[config.mk]
export PLATFORM = sky130hd
export DESIGN_NAME = ext_irq_stamp
export DESIGN_NICKNAME = d
export VERILOG_FILES = /design/src/rtl/irq_stamp_pkg.sv /design/src/rtl/irq_pin_sync.sv /design/src/rtl/irq_edge_det.sv /design/src/rtl/irq_stamp_ctr.sv /design/src/rtl/ext_irq_stamp.sv
export SDC_FILE = /design/constraint.sdc
export NUM_CORES = 1
export LEC_CHECK = 0
export BUFFER_PORTS_ARGS = -buffer_cell sky130_fd_sc_hd__clkbuf_2
export CORE_ASPECT_RATIO = 1.5
export CORE_MARGIN = 2
export CORE_UTILIZATION = 50
export DETAILED_ROUTE_END_ITERATION = 16
export GPL_TIMING_DRIVEN = 0
export PLACE_DENSITY_LB_ADDON = 0.08
export SYNTH_ARGS = -nofsm -noshare
export SYNTH_HDL_FRONTEND = slang
export SYNTH_SLANG_ARGS = --single-unit
[constraint.sdc]
create_clock -name clk -period 4.2 [get_ports clk]
set_clock_uncertainty 0.15 [all_clocks]
set_input_delay 0.42 -clock clk [delete_from_list [all_inputs] [get_ports clk]]
set_output_delay 0.42 -clock clk [all_outputs]
set_load 0.05 [all_outputs]
[src/rtl/irq_stamp_pkg.sv]
package irq_stamp_pkg;
    typedef logic [1:0] edge_mode_t;

    localparam edge_mode_t MODE_FALL = 2'b00;
    localparam edge_mode_t MODE_RISE = 2'b01;
    localparam int         MODE_BOTH_BIT = 1;

    typedef struct packed {
        logic prev;
        logic irq;
    } edge_state_t;
endpackage

[src/rtl/irq_pin_sync.sv]
module irq_pin_sync #(
    parameter int NUM_PINS = 16,
    parameter int SEL_W    = 4,
    parameter int STAGES   = 2
) (
    input  logic                clk,
    input  logic                rst_n,
    input  logic [NUM_PINS-1:0] pins_i,
    input  logic [SEL_W-1:0]    sel_i,
    output logic                level_o
);
    typedef struct packed {
        logic [STAGES-1:0] chain;
    } sync_state_t;

    sync_state_t st_d, st_q;
    logic        picked;

    always_comb begin
        picked = pins_i[sel_i];
        st_d   = st_q;
        st_d.chain = {st_q.chain[STAGES-2:0], picked};
    end

    always_ff @(posedge clk or negedge rst_n) begin
        if (!rst_n) st_q <= '0;
        else        st_q <= st_d;
    end

    assign level_o = st_q.chain[STAGES-1];
endmodule

[src/rtl/irq_edge_det.sv]
module irq_edge_det
    import irq_stamp_pkg::*;
(
    input  logic       clk,
    input  logic       rst_n,
    input  logic       level_i,
    input  logic       en_i,
    input  edge_mode_t mode_i,
    output logic       hit_o,
    output logic       irq_o
);
    edge_state_t st_d, st_q;
    logic rise, fall, match;

    always_comb begin
        rise  = level_i & ~st_q.prev;
        fall  = ~level_i & st_q.prev;
        if (mode_i[MODE_BOTH_BIT])   match = rise | fall;
        else if (mode_i == MODE_RISE) match = rise;
        else                          match = fall;
        hit_o     = en_i & match;
        st_d      = st_q;
        st_d.prev = level_i;
        st_d.irq  = hit_o;
    end

    always_ff @(posedge clk or negedge rst_n) begin
        if (!rst_n) st_q <= '0;
        else        st_q <= st_d;
    end

    assign irq_o = st_q.irq;
endmodule

[src/rtl/irq_stamp_ctr.sv]
module irq_stamp_ctr #(
    parameter int CNT_W = 16
) (
    input  logic             clk,
    input  logic             rst_n,
    input  logic             clear_i,
    output logic [CNT_W-1:0] count_o
);
    typedef struct packed {
        logic [CNT_W-1:0] count;
    } ctr_state_t;

    ctr_state_t st_d, st_q;

    always_comb begin
        st_d = st_q;
        if (clear_i) st_d.count = '0;
        else         st_d.count = st_q.count + CNT_W'(1);
    end

    always_ff @(posedge clk or negedge rst_n) begin
        if (!rst_n) st_q <= '0;
        else        st_q <= st_d;
    end

    assign count_o = st_q.count;
endmodule

[src/rtl/ext_irq_stamp.sv]
module ext_irq_stamp
    import irq_stamp_pkg::*;
#(
    parameter int NUM_PINS    = 16,
    parameter int CNT_W       = 16,
    parameter int SYNC_STAGES = 2,
    localparam int SEL_W      = (NUM_PINS > 1) ? $clog2(NUM_PINS) : 1
) (
    input  logic                clk,
    input  logic                rst_n,
    input  logic [NUM_PINS-1:0] pins_i,
    input  logic                cfg_en_i,
    input  logic [1:0]          cfg_mode_i,
    input  logic [SEL_W-1:0]    cfg_sel_i,
    output logic                irq_o,
    output logic [CNT_W-1:0]    stamp_o
);
    logic level;
    logic hit;

    irq_pin_sync #(
        .NUM_PINS (NUM_PINS),
        .SEL_W    (SEL_W),
        .STAGES   (SYNC_STAGES)
    ) u_sync (
        .clk     (clk),
        .rst_n   (rst_n),
        .pins_i  (pins_i),
        .sel_i   (cfg_sel_i),
        .level_o (level)
    );

    irq_edge_det u_edge (
        .clk     (clk),
        .rst_n   (rst_n),
        .level_i (level),
        .en_i    (cfg_en_i),
        .mode_i  (cfg_mode_i),
        .hit_o   (hit),
        .irq_o   (irq_o)
    );

    irq_stamp_ctr #(
        .CNT_W (CNT_W)
    ) u_ctr (
        .clk     (clk),
        .rst_n   (rst_n),
        .clear_i (hit),
        .count_o (stamp_o)
    );
endmodule

## After elaboration in Yosys (flattened, before gate mapping)

Cells that the tools add are included.

| word-level totals | value |
|---|---|
| word-level logic and storage cells | 18 |
| bits in writable memories | 0 |
| memories kept | 0 |
| flip-flop bits (word level) | 20 |
| latch bits | 0 |
| input port bits | 25 |
| output and inout bits | 17 |
| bits in read-only memories | 0 |

| operators by class | value |
|---|---|
| reduce and logical (&&, ||, !) cells | 0 |
| divide/modulo/power cells | 0 |
| add/subtract/negate cells | 1 |
| multiply operators | 0 |
| bitwise gates (word level) | 6 |
| shift operators | 0 |
| order comparisons | 1 |
| eq/ne operators | 1 |
| multiplexer cells | 5 |

Operators with widths:

| kind | number |
|---|---|
| 16-bit by 1-bit adder with 16-bit output, second input constant | 1 |
| 16-bit 2-to-1 mux | 1 |
| 4-bit by 5-bit < comparator with 1-bit output, second input constant | 1 |
| 1-bit binary-select mux with 4-bit select | 1 |
| 1-bit bitwise AND | 3 |
| 1-bit 2-to-1 mux | 3 |
| 2-bit by 1-bit == test with 1-bit output, second input constant | 1 |
| 1-bit inverter | 2 |
| 1-bit bitwise OR | 1 |

## Logic depth before layout (Yosys ltp)

Gate-level depths: netlist of the first run.

| depth | value |
|---|---|
| word-level depth | 6 |
| depth in mapped cells | 6 |
| gate-level depth less buffers | 5 |

## Hierarchy

Synthesis of the first run repeated with hierarchy kept, for this count alone.

| unflattened totals | value |
|---|---|
| cell total of the unflattened synthesis | 97 |
| area total of the unflattened synthesis | 1074.8 µm² |

By module, submodules not included:

| module | cells an instance | area each (µm²) | times used |
|---|---|---|---|
| irq_stamp_ctr | 79 | 782.0 | 1 |
| irq_pin_sync | 9 | 185.2 | 1 |
| irq_edge_det | 9 | 107.6 | 1 |

## Worst setup path before layout of the first run

No wires, ideal clock.

| path | value |
|---|---|
| path type | register to register |
| start | reg u_ctr.st_q, in the netlist u_ctr.count_o[0] |
| end | reg u_ctr.st_q, in the netlist u_ctr.count_o[12] |
| setup slack | 2353 ps |
| stages on the path, launching flop included | 6 |
| arrival | 1576 ps |
| setup time | 121 ps |
| cell sequence | dfrtp_1 -> ha_1 -> inv_1 -> nor4_2 -> xnor2_1 -> nor2_2 |

RTL lines:

| element | line | text |
|---|---|---|
| start: declaration | irq_stamp_ctr.sv:13 | `ctr_state_t st_d, st_q;` |
| start signal: assignment | irq_stamp_ctr.sv:23 | `else st_q <= st_d;` |

==> results of run 1 <==
[flip-flops by register name, indices dropped and copies added (netlist names)]
register	cells
u_edge.st_q	1
u_sync.st_q	2
u_edge.irq_o	1
u_ctr.count_o	16
[worst max path at each step]
stage / from / to / slack (ns) / cells after the start
floorplan: u_ctr.count_o[0]$_DFF_PN0_ / u_ctr.count_o[12]$_DFF_PN0_ / 2.35 / 5
global placement: cfg_sel_i[0] / u_sync.st_q[0]$_DFF_PN0_ / 2.47 / 5
detailed placement: cfg_sel_i[0] / u_sync.st_q[0]$_DFF_PN0_ / 2.44 / 5
CTS: u_sync.st_q[1]$_DFF_PN0_ / u_ctr.count_o[8]$_DFF_PN0_ / 2.43 / 5
global route: u_sync.st_q[1]$_DFF_PN0_ / u_ctr.count_o[8]$_DFF_PN0_ / 2.34 / 6
finish: u_sync.st_q[1]$_DFF_PN0_ / u_ctr.count_o[8]$_DFF_PN0_ / 2.42 / 5
[report_power, final]
group	total (mW)	switching, mW	internal [mW]	leakage, nW
clock network	0.155	0.0590	0.0965	0.0279
logic	0.165	0.115	0.0504	0.395
registers	0.252	0.0374	0.214	0.266
[final cells by class]
class / count / area, um^2
flip-flops and latches: 20 / 500
repair buffers: 42 / 215
multi-input cells: 67 / 583
clock buffers: 3 / 22.5
plain buffers: 1 / 5.00
inverters: 4 / 15.0
clock inverters: 1 / 30.0
well taps: 22 / 27.5
fillers: 179 / 653
[metal layers]
metal | share of wire (%) | up-vias | global-route usage (%)
met3 | 3.7 | 6 | 2.05
met5 | 0 | - | 0
met1 | 39 | 421 | 20.0
li1 | - | 422 | -
met4 | 3.2 | 0 | 13.8
met2 | 54 | 26 | 37.6
[worst max-delay path, cell delays in order (launching register included)]
cell	delay [ns]
sky130_fd_sc_hd__dfrtp_1	0.41
sky130_fd_sc_hd__ha_1	0.20
sky130_fd_sc_hd__mux2_2	0.27
sky130_fd_sc_hd__o211a_2	0.31
sky130_fd_sc_hd__buf_2	0.22
sky130_fd_sc_hd__nor2_1	0.16
[kinds of logic (layout without fill, tap and decap cells)]
logic type                 after synthesis  count (layout)  share of synthesized area, %
muxes                                    6               6                          10.8
buffers and inverters                    5              51                          1.81
DFF                                     20              20                          45.4
AOI/OAI and AO/OA                        5               5                          2.95
adders and majority gates                3               3                          3.40
xor gates and xnor gates                13              13                          10.3
and+or+nand+nor                         40              40                          25.4
[repair_timing]
action / in CTS / in global routing
hold buffers: 1 / 0
endpoints found under the hold margin: 20 / 0
endpoints found under the setup margin: 0 / 0
[metrics by stage]
stage / power (mW) / instances / setup WS [ns]
6_report: 0.572 / 160 / 2.42
3_5_place_dp: 0.422 / 155 / 2.44
2_1_floorplan: 0.369 / 92 / 2.35
3_3_place_gp: 0.418 / 155 / 2.47
4_1_cts: 0.578 / 160 / 2.43
5_1_grt: 0.601 / 160 / 2.34
[cell usage after synthesis]
library cell               number
sky130_fd_sc_hd__nor4_4         1
sky130_fd_sc_hd__a211oi_1       1
sky130_fd_sc_hd__xor2_1         4
sky130_fd_sc_hd__nand4_4        2
sky130_fd_sc_hd__mux4_2         2
sky130_fd_sc_hd__ha_1           3
sky130_fd_sc_hd__nor4_2         4
sky130_fd_sc_hd__or3_1          1
sky130_fd_sc_hd__nor3_1         2
sky130_fd_sc_hd__buf_2          1
sky130_fd_sc_hd__nand4_1        4
sky130_fd_sc_hd__nor2_1        11
sky130_fd_sc_hd__inv_1          4
sky130_fd_sc_hd__mux2i_1        1
sky130_fd_sc_hd__nor2_2         4
sky130_fd_sc_hd__mux4_1         2
sky130_fd_sc_hd__dfrtp_1       20
sky130_fd_sc_hd__nor2b_1        2
sky130_fd_sc_hd__o21ai_0        1
sky130_fd_sc_hd__xnor2_1        9
sky130_fd_sc_hd__o211a_2        1
sky130_fd_sc_hd__nand2_1        3
sky130_fd_sc_hd__nand3_1        5
sky130_fd_sc_hd__and4_2         1
sky130_fd_sc_hd__a21oi_1        2
sky130_fd_sc_hd__mux2_2         1
==> results, run 1 <==
- The mapped netlist covers 1100 um^2.
- The average wire per standard cell is 14.1 um.
- Clock-pin slew was measured on the worst setup and hold paths at 0.12 ns.
- The die is 42.4 um wide.
- The worst flop-to-flop path endpoint is u_ctr.count_o[8]$_DFF_PN0_.
- The first detailed-routing pass ran for 4 iterations.
- The number of synthesis warnings is 0.
- Using the TritonRoute via totals, the vias-per-cell ratio works out to 5.47.
- The number of hold violations in the final report is 0.
- The total DRC errors in the routed layout is 0.
- The cell depth of the worst min-delay path is 2.
- The portion of synthesized cell area occupied by the leading cell type is 45.4%.
- The first routing iteration left 9 violations.
- The final route contains 875 vias.
- In this run the worst path has a maximum fanout of 10.
- The library cell used most frequently in the layout, excluding fill and tap cells, is sky130_fd_sc_hd__clkbuf_2.
- Max-cap violations in this run came to 0.
- The tightest hold path in the finished design has a slack of 0.150 ns.
- Static timing analysis puts the maximum clock frequency at 561 MHz.
- The slew at the pin closest to its max-slew limit is 0.499 ns.
- In this run the critical register-to-register path is launched from u_sync.st_q[1]$_DFF_PN0_.
- The count of standard-cell rows is 20.
- The initial antenna violation count is 0.
- The floorplan step set the die height to 61.5 um.
- The later pin in the worst-skew pair is clocked with a latency of 0.30 ns.
- The layout overhead on the synthesized area is 26.8%.
- The critical path startpoint category is a flip-flop.
- For the final routed database, the setup TNS stands at 0 ns.
- The die area is 2610 um^2.
- The combined global-route utilization of all metal layers is 19.7%.
- Of the available clock period, the critical path in the final layout requires 42.4%.
- Setup repair after global routing left no endpoint under its margin.
- The flow ran to the end, and the final reports show no timing, DRC or antenna violations.
- The worst hold-check path type is input port to flip-flop.
- In this run the remaining antenna-violating nets after routing total 0.
- Once placement finished, the instance area stood at 1340 um^2.
- In this run the number of H-tree levels came out at 1.
- After routing the design area is 1400 um^2.
- The end point of the worst hold path is u_sync.st_q[0]$_DFF_PN0_.
- The launch point of the worst hold path is cfg_sel_i[2].
- The maximum number of pins on one net before global-route repair is 21.
- The static power due to leakage is 0.689 nW.
- The first global-routing pass estimated 3750 um of wire.
- The number of max-slew violations in the final report came to 0.
- The sequential-to-total area share from yosys stat is 45.4%.
- The kind of end point of the critical path is a flip-flop.
- The total length of routed wires is 2250 um.
- 0 antenna diodes ended up in the layout.
- The total congestion overflow is 0.
- Measured on the finished design, the core utilization comes to 68.2%.
- The critical path is of the flip-flop to flip-flop type.
- The number of gates resized after CTS was 0.
- Headroom to the max-slew limit came out at 66.8%.
- TritonCTS built the clock tree.
- The number of distinct library cell variants in the gate-level netlist after synthesis is 26.
- The root cell of the clock tree is sky130_fd_sc_hd__clkbuf_4.
- The library cells used most frequently in the layout, excluding fill and tap cells, are sky130_fd_sc_hd__clkbuf_2, sky130_fd_sc_hd__dfrtp_1, sky130_fd_sc_hd__nor2_1.
- The largest buffer count on any clock path is 2.
- sky130_fd_sc_hd__dfrtp_1 takes more of the synthesized area than any other cell.
- For this run, the post-layout net count is 167.
- 42 I/O pins were placed.
- The placer's final routability congestion estimate is 0.772.
- The worst-case IR drop observed on VDD is 382 uV.
- The total of buffers placed on input and output ports is 41.
- The net count of the mapped netlist is 120.
- The region available for standard cell placement spans 2050 um^2.
- The routed design could run at a clock period as short as 1.78 ns.
- The post-route netlist has 44.9% of its cells at a drive strength greater than 1.
- Ranked by total cell area, the synthesized netlist is headed by sky130_fd_sc_hd__dfrtp_1, sky130_fd_sc_hd__xnor2_1, sky130_fd_sc_hd__mux4_1.
- After technology mapping, the gate count stands at 92.
- The number of global-route vias before repair is 861.
- The total CTS buffers is 3.
- The critical path required time is 4.28 ns.
- Dividing the synthesized area by the synthesized cell count gives 12.0 um^2.
- The cell area power density is 409 nW/um^2.
- Buffers added to address setup during post-CTS repair amount to 0.
- Across all register-to-register paths, the minimum setup slack is 2.42 ns.
- Counting flops and latches in the post-synthesis netlist gives 20.
- The total number of clock tree sinks is 20.
- The path depth of the worst reg2reg path is 5.
- Setup violations remaining at the end of the flow were counted as 0.
- The critical path data arrival time is 1.86 ns.
- For this configuration, the core starts out at a cell density of 53.8%.
- Summed over all nets, the half-perimeter wirelength after detailed placement is 1700 um.
(Power assumes the default switching activity.)
==> run 2, diff against run 1 <==
--- a/config.mk
+++ b/config.mk
@@ -5,10 +5,11 @@
 export SDC_FILE = /design/constraint.sdc
 export NUM_CORES = 1
 export LEC_CHECK = 0
+export ABC_AREA = 1
 export BUFFER_PORTS_ARGS = -buffer_cell sky130_fd_sc_hd__clkbuf_2
 export CORE_ASPECT_RATIO = 1.5
 export CORE_MARGIN = 2
-export CORE_UTILIZATION = 50
+export CORE_UTILIZATION = 44
 export DETAILED_ROUTE_END_ITERATION = 16
 export GPL_TIMING_DRIVEN = 0
 export PLACE_DENSITY_LB_ADDON = 0.08
==> constraint.sdc (replaced) <==
create_clock -name clk -period 1.5 [get_ports clk]
set_clock_uncertainty 0.15 [all_clocks]
set_input_delay 0.15 -clock clk [delete_from_list [all_inputs] [get_ports clk]]
set_output_delay 0.15 -clock clk [all_outputs]
set_load 0.05 [all_outputs]
==> results, run 2 <==
- The path with the worst hold slack has its endpoint at u_sync.st_q[0]$_DFF_PN0_.
- The most used flip-flop cell after synthesis is sky130_fd_sc_hd__dfrtp_1.
- The total DRC errors in the routed layout is 0 (unchanged).
- The normalized max-slew margin came to 66.9% (+0.11 points).
- The worst reg-to-reg setup slack is 0.06 ns (-2.35 ns).
- The number of synthesized register bits is 20 (unchanged).
- The worst flop-to-flop path endpoint is u_ctr.count_o[11]$_DFF_PN0_.
- The total number of nets in the final design is 248 (+49%).
- Traced cell by cell, the critical path runs through inv_1 > ha_1 > nor2_1 > o21bai_1 > nand2_2 > buf_4 > nand2_1 > a21oi_1.
- The number of detailed-routing iterations run before antenna repair is 4 (unchanged).
- The fraction of final layout cells with drive strength greater than 1 is 34.2% (-11 points).
- The combined global-route utilization of all metal layers is 19.2% (-0.49 points).
- The async set-or-reset flop fraction in the synthesized netlist came to 100% (unchanged).
- The die boundary height is 67.6 um (+9.8%).
- The first-pass GRT wire length came to 4470 um (+19%).
- The number of hold violations in the final report was 0 (unchanged).
- The cell count after synthesis was 170 (+85%).
- The count of inserted antenna diode cells is 0 (unchanged).
- Setup repair after global routing could not meet its margin everywhere.
- The cell area power density was 1020 nW/um^2 (+150%).
- The total buffers and inverters traversed by the critical path is 2 (+1).
- The highest fanout seen on the critical path is 5 (-5).
- STA classifies the critical path endpoint as a flip-flop.
- The initial core utilization came to 45.3% (-8.5 points).
- The I/O pin count is 42 (unchanged).
- The count of standard-cell rows is 23 (+15%).
- The final HPWL from detailed placement came to 2010 um (+18%).
- The number of synthesis warnings came to 0 (unchanged).
- The fmax is 696 MHz (+24%).
- The post-route antenna net violation count is 0 (unchanged).
- In this run the critical register-to-register path is launched from u_edge.st_q[1]$_DFF_PN0_.
- The final instance area was 1590 um^2 (+14%).
- The placed instance area is 1460 um^2 (+9.0%).
- The total CTS buffers came to 3 (unchanged).
- Sorting the synthesized cells by how often they occur yields sky130_fd_sc_hd__nand2_1, sky130_fd_sc_hd__nor2_1, sky130_fd_sc_hd__inv_1, sky130_fd_sc_hd__dfrtp_1, sky130_fd_sc_hd__nand3_1.
- The critical path required time is 1.54 ns (-2.74 ns).
- The final period demand of the worst path is 1.44 ns (-0.345 ns).
- The critical path's largest stage delay is 0.39 ns (-0.02 ns).
- The standard cell core area is 2620 um^2 (+28%).
- The number of max-slew violations in the final report is 0 (unchanged).
- The number of flops mapped to enable cells by yosys is 0 (unchanged).
- The cell depth of the worst min-delay path was 4 (+2).
- The run finished with clean final reports.
- The clock transition time at the flip-flop clock pins of the worst setup and hold paths came to 0.08 ns (-0.04 ns).
- Relative to the synthesized area, the layout overhead comes to 34.1%.
- The footprint of the flip-flops and latches is 512 um^2 (+2.3%).
- The violation count after the first detailed-route iteration is 27 (+18).
- In the layout the commonest cells are sky130_fd_sc_hd__nand2_1, sky130_fd_sc_hd__clkbuf_2, sky130_fd_sc_hd__nor2_1.
- The synthesized cell area is 1190 um^2 (+7.5%).
- The die extent in x was 46.4 um (+9.5%).
- The total of buffers placed on input and output ports is 40 (-2.4%).
- The worst setup path is launched from a flip-flop.
- The final-report setup violation count was 0 (unchanged).
- The largest buffer count on any clock path is 2 (unchanged).
- The via count of the routed design is 1197 (+37%).
- The net count of the mapped netlist is 198 (+65%).
- The sequential-to-total area share from yosys stat is 42.2% (-3.2 points).
- The period utilization is 95.7% (+53 points).
- The average wire per standard cell came to 10.2 um (-27%).
- The worst-case setup slack after placement came to -0.0549 ns (-2.49 ns).
- The clock latency on the worst-skew pair was 0.26 ns (-0.04 ns).
- The detailed-route vias per instance is 4.68 (-14%).
- The die area is 3140 um^2 (+20%).
- The path class of the tightest hold or removal check is input port to flip-flop.
- The total length of routed wires was 2610 um (+16%).
- The static power due to leakage is 0.844 nW (+22%).
- The number of global-route vias before repair was 1137 (+32%).
- The number of distinct library cell variants in the gate-level netlist after synthesis is 22 (-15%).
- The H-tree depth reported by CTS is 1 (unchanged).
- The slew at the pin closest to its max-slew limit came to 0.497 ns (-0.00158 ns).
- The most frequent cell after synthesis is sky130_fd_sc_hd__nand2_1.
- The critical path data arrival time is 1.47 ns (-0.39 ns).
- sky130_fd_sc_hd__dfrtp_1 takes more of the synthesized area than any other cell.
- The initial antenna violation count is 0 (unchanged).
- The critical path in this run is classified as flip-flop to flip-flop.
- The layout filler cell count is 244 (+36%).
- The total number of clock tree sinks was 20 (unchanged).
- The placer's final routability congestion estimate is 0.814 (+5.5%).
- The path depth of the worst reg2reg path came to 8 (+3).
- TritonCTS built the clock tree.
- The total congestion overflow is 0 (unchanged).
- The portion of synthesized cell area occupied by the leading cell type is 42.2% (-3.2 points).
- The kind of cell with the highest combined delay along the critical path is flip-flops.
- Leaving out fill and tap cells, the most frequent cell in the layout is sky130_fd_sc_hd__nand2_1.
- The root cell of the clock tree is sky130_fd_sc_hd__clkbuf_8.
- The final hold slack is 0.0665 ns (-0.0831 ns).
- The mean post-synth cell area was 6.98 um^2 (-42%).
- The cell with the largest stage delay on the worst path is sky130_fd_sc_hd__dfrtp_1.
- In this run the most critical hold path is launched from cfg_sel_i[2].
- The worst-case setup margin in the final layout is 0.0640 ns (-2.35 ns).
- After synthesis, the cell types taking the most area are sky130_fd_sc_hd__dfrtp_1, sky130_fd_sc_hd__nand2_1, sky130_fd_sc_hd__nor2_1.
- The multi-input combinational cell area is 622 um^2 (+6.7%).
- The number of maximum-capacitance violations is 0 (unchanged).
- The maximum VDD drop is 933 uV (+140%).
- The maximum number of pins on one net before global-route repair is 21 (unchanged).
- The number of flip-flops in the largest register is 16 (unchanged).
-- run 2: per-layer routing --
metal | GRT usage [%] | up-vias | part of all wire, %
met5 | 0 | - | 0
met4 | 6.43 | 0 | 2.6
met3 | 3.48 | 6 | 4.3
met2 | 35.2 | 35 | 53
met1 | 21.2 | 541 | 40
li1 | - | 615 | -
-- run 2: worst reg2reg max path: cells and delay by family, from the launching register on --
kind	cells	cell delay [ns]
AO/OA/AOI/OAI	2	0.18
adder cells (fa/ha/maj)	1	0.17
buffers and inverters	2	0.21
flip-flops	1	0.39
AND/OR/NAND/NOR	3	0.26
-- run 2: worst max path at each step --
stage                               start                     endpoint  slack [ns]  depth (start not counted)
2_1_floorplan  u_ctr.count_o[0]$_DFF_PN0_   u_ctr.count_o[8]$_DFF_PN0_       0.007                          6
3_3_place_gp     u_sync.st_q[1]$_DFF_PN0_   u_ctr.count_o[5]$_DFF_PN0_      -0.007                          7
3_5_place_dp     u_sync.st_q[1]$_DFF_PN0_   u_ctr.count_o[2]$_DFF_PN0_       -0.05                          7
4_1_cts          u_sync.st_q[1]$_DFF_PN0_  u_ctr.count_o[15]$_DFF_PN0_       -0.03                          6
5_1_grt          u_edge.st_q[1]$_DFF_PN0_  u_ctr.count_o[11]$_DFF_PN0_       -0.03                          8
6_report         u_edge.st_q[1]$_DFF_PN0_  u_ctr.count_o[11]$_DFF_PN0_        0.06                          8
-- run 2: stage by stage --
step / power, mW / util [%] / TNS [ns] / std cells
2_1_floorplan: 1.03 / - / 0 / 170
3_3_place_gp: 1.15 / 55.6 / -0.00817 / 247
3_5_place_dp: 1.17 / 55.6 / -0.254 / 247
4_1_cts: 1.58 / 58.6 / -0.120 / 253
5_1_grt: 1.72 / 60.7 / -0.143 / 256
6_report: 1.62 / 60.7 / 0 / 256
-- run 2: logic make-up (layout without fill, tap and decap cells) --
family                   Yosys count  in the layout  synth area share, %
flip-flops                        20             20                 42.2
AND/OR/NAND/NOR                  107            107                 38.4
AO/OA/AOI/OAI                     10             10                 4.85
buffers and inverters             27             76                 9.18
adder cells (fa/ha/maj)            3              3                 3.16
XOR/XNOR                           3              3                 2.22
-- run 2: timing repair --
item	4_1_cts	5_1_grt
buffers inserted	0	2
hold buffers	2	0
hold endpoints to repair	21	0
cloned	0	1
setup endpoints to repair	16	17
resized for setup	3	12
pin swaps	1	6
-- run 2: layout make-up --
cell class	count	share of cell area [%]
multi-input cells	123	39.1
flip-flops and latches	20	32.2
repair buffers	45	15.3
inverters	25	5.90
clock buffers	4	3.46
well taps	37	2.91
plain buffers	2	1.18
-- run 2: report_power, final --
part,internal [mW],total (mW),switching (mW)
clock,0.234,0.419,0.185
sequential,0.609,0.692,0.0832
combinational,0.169,0.512,0.343
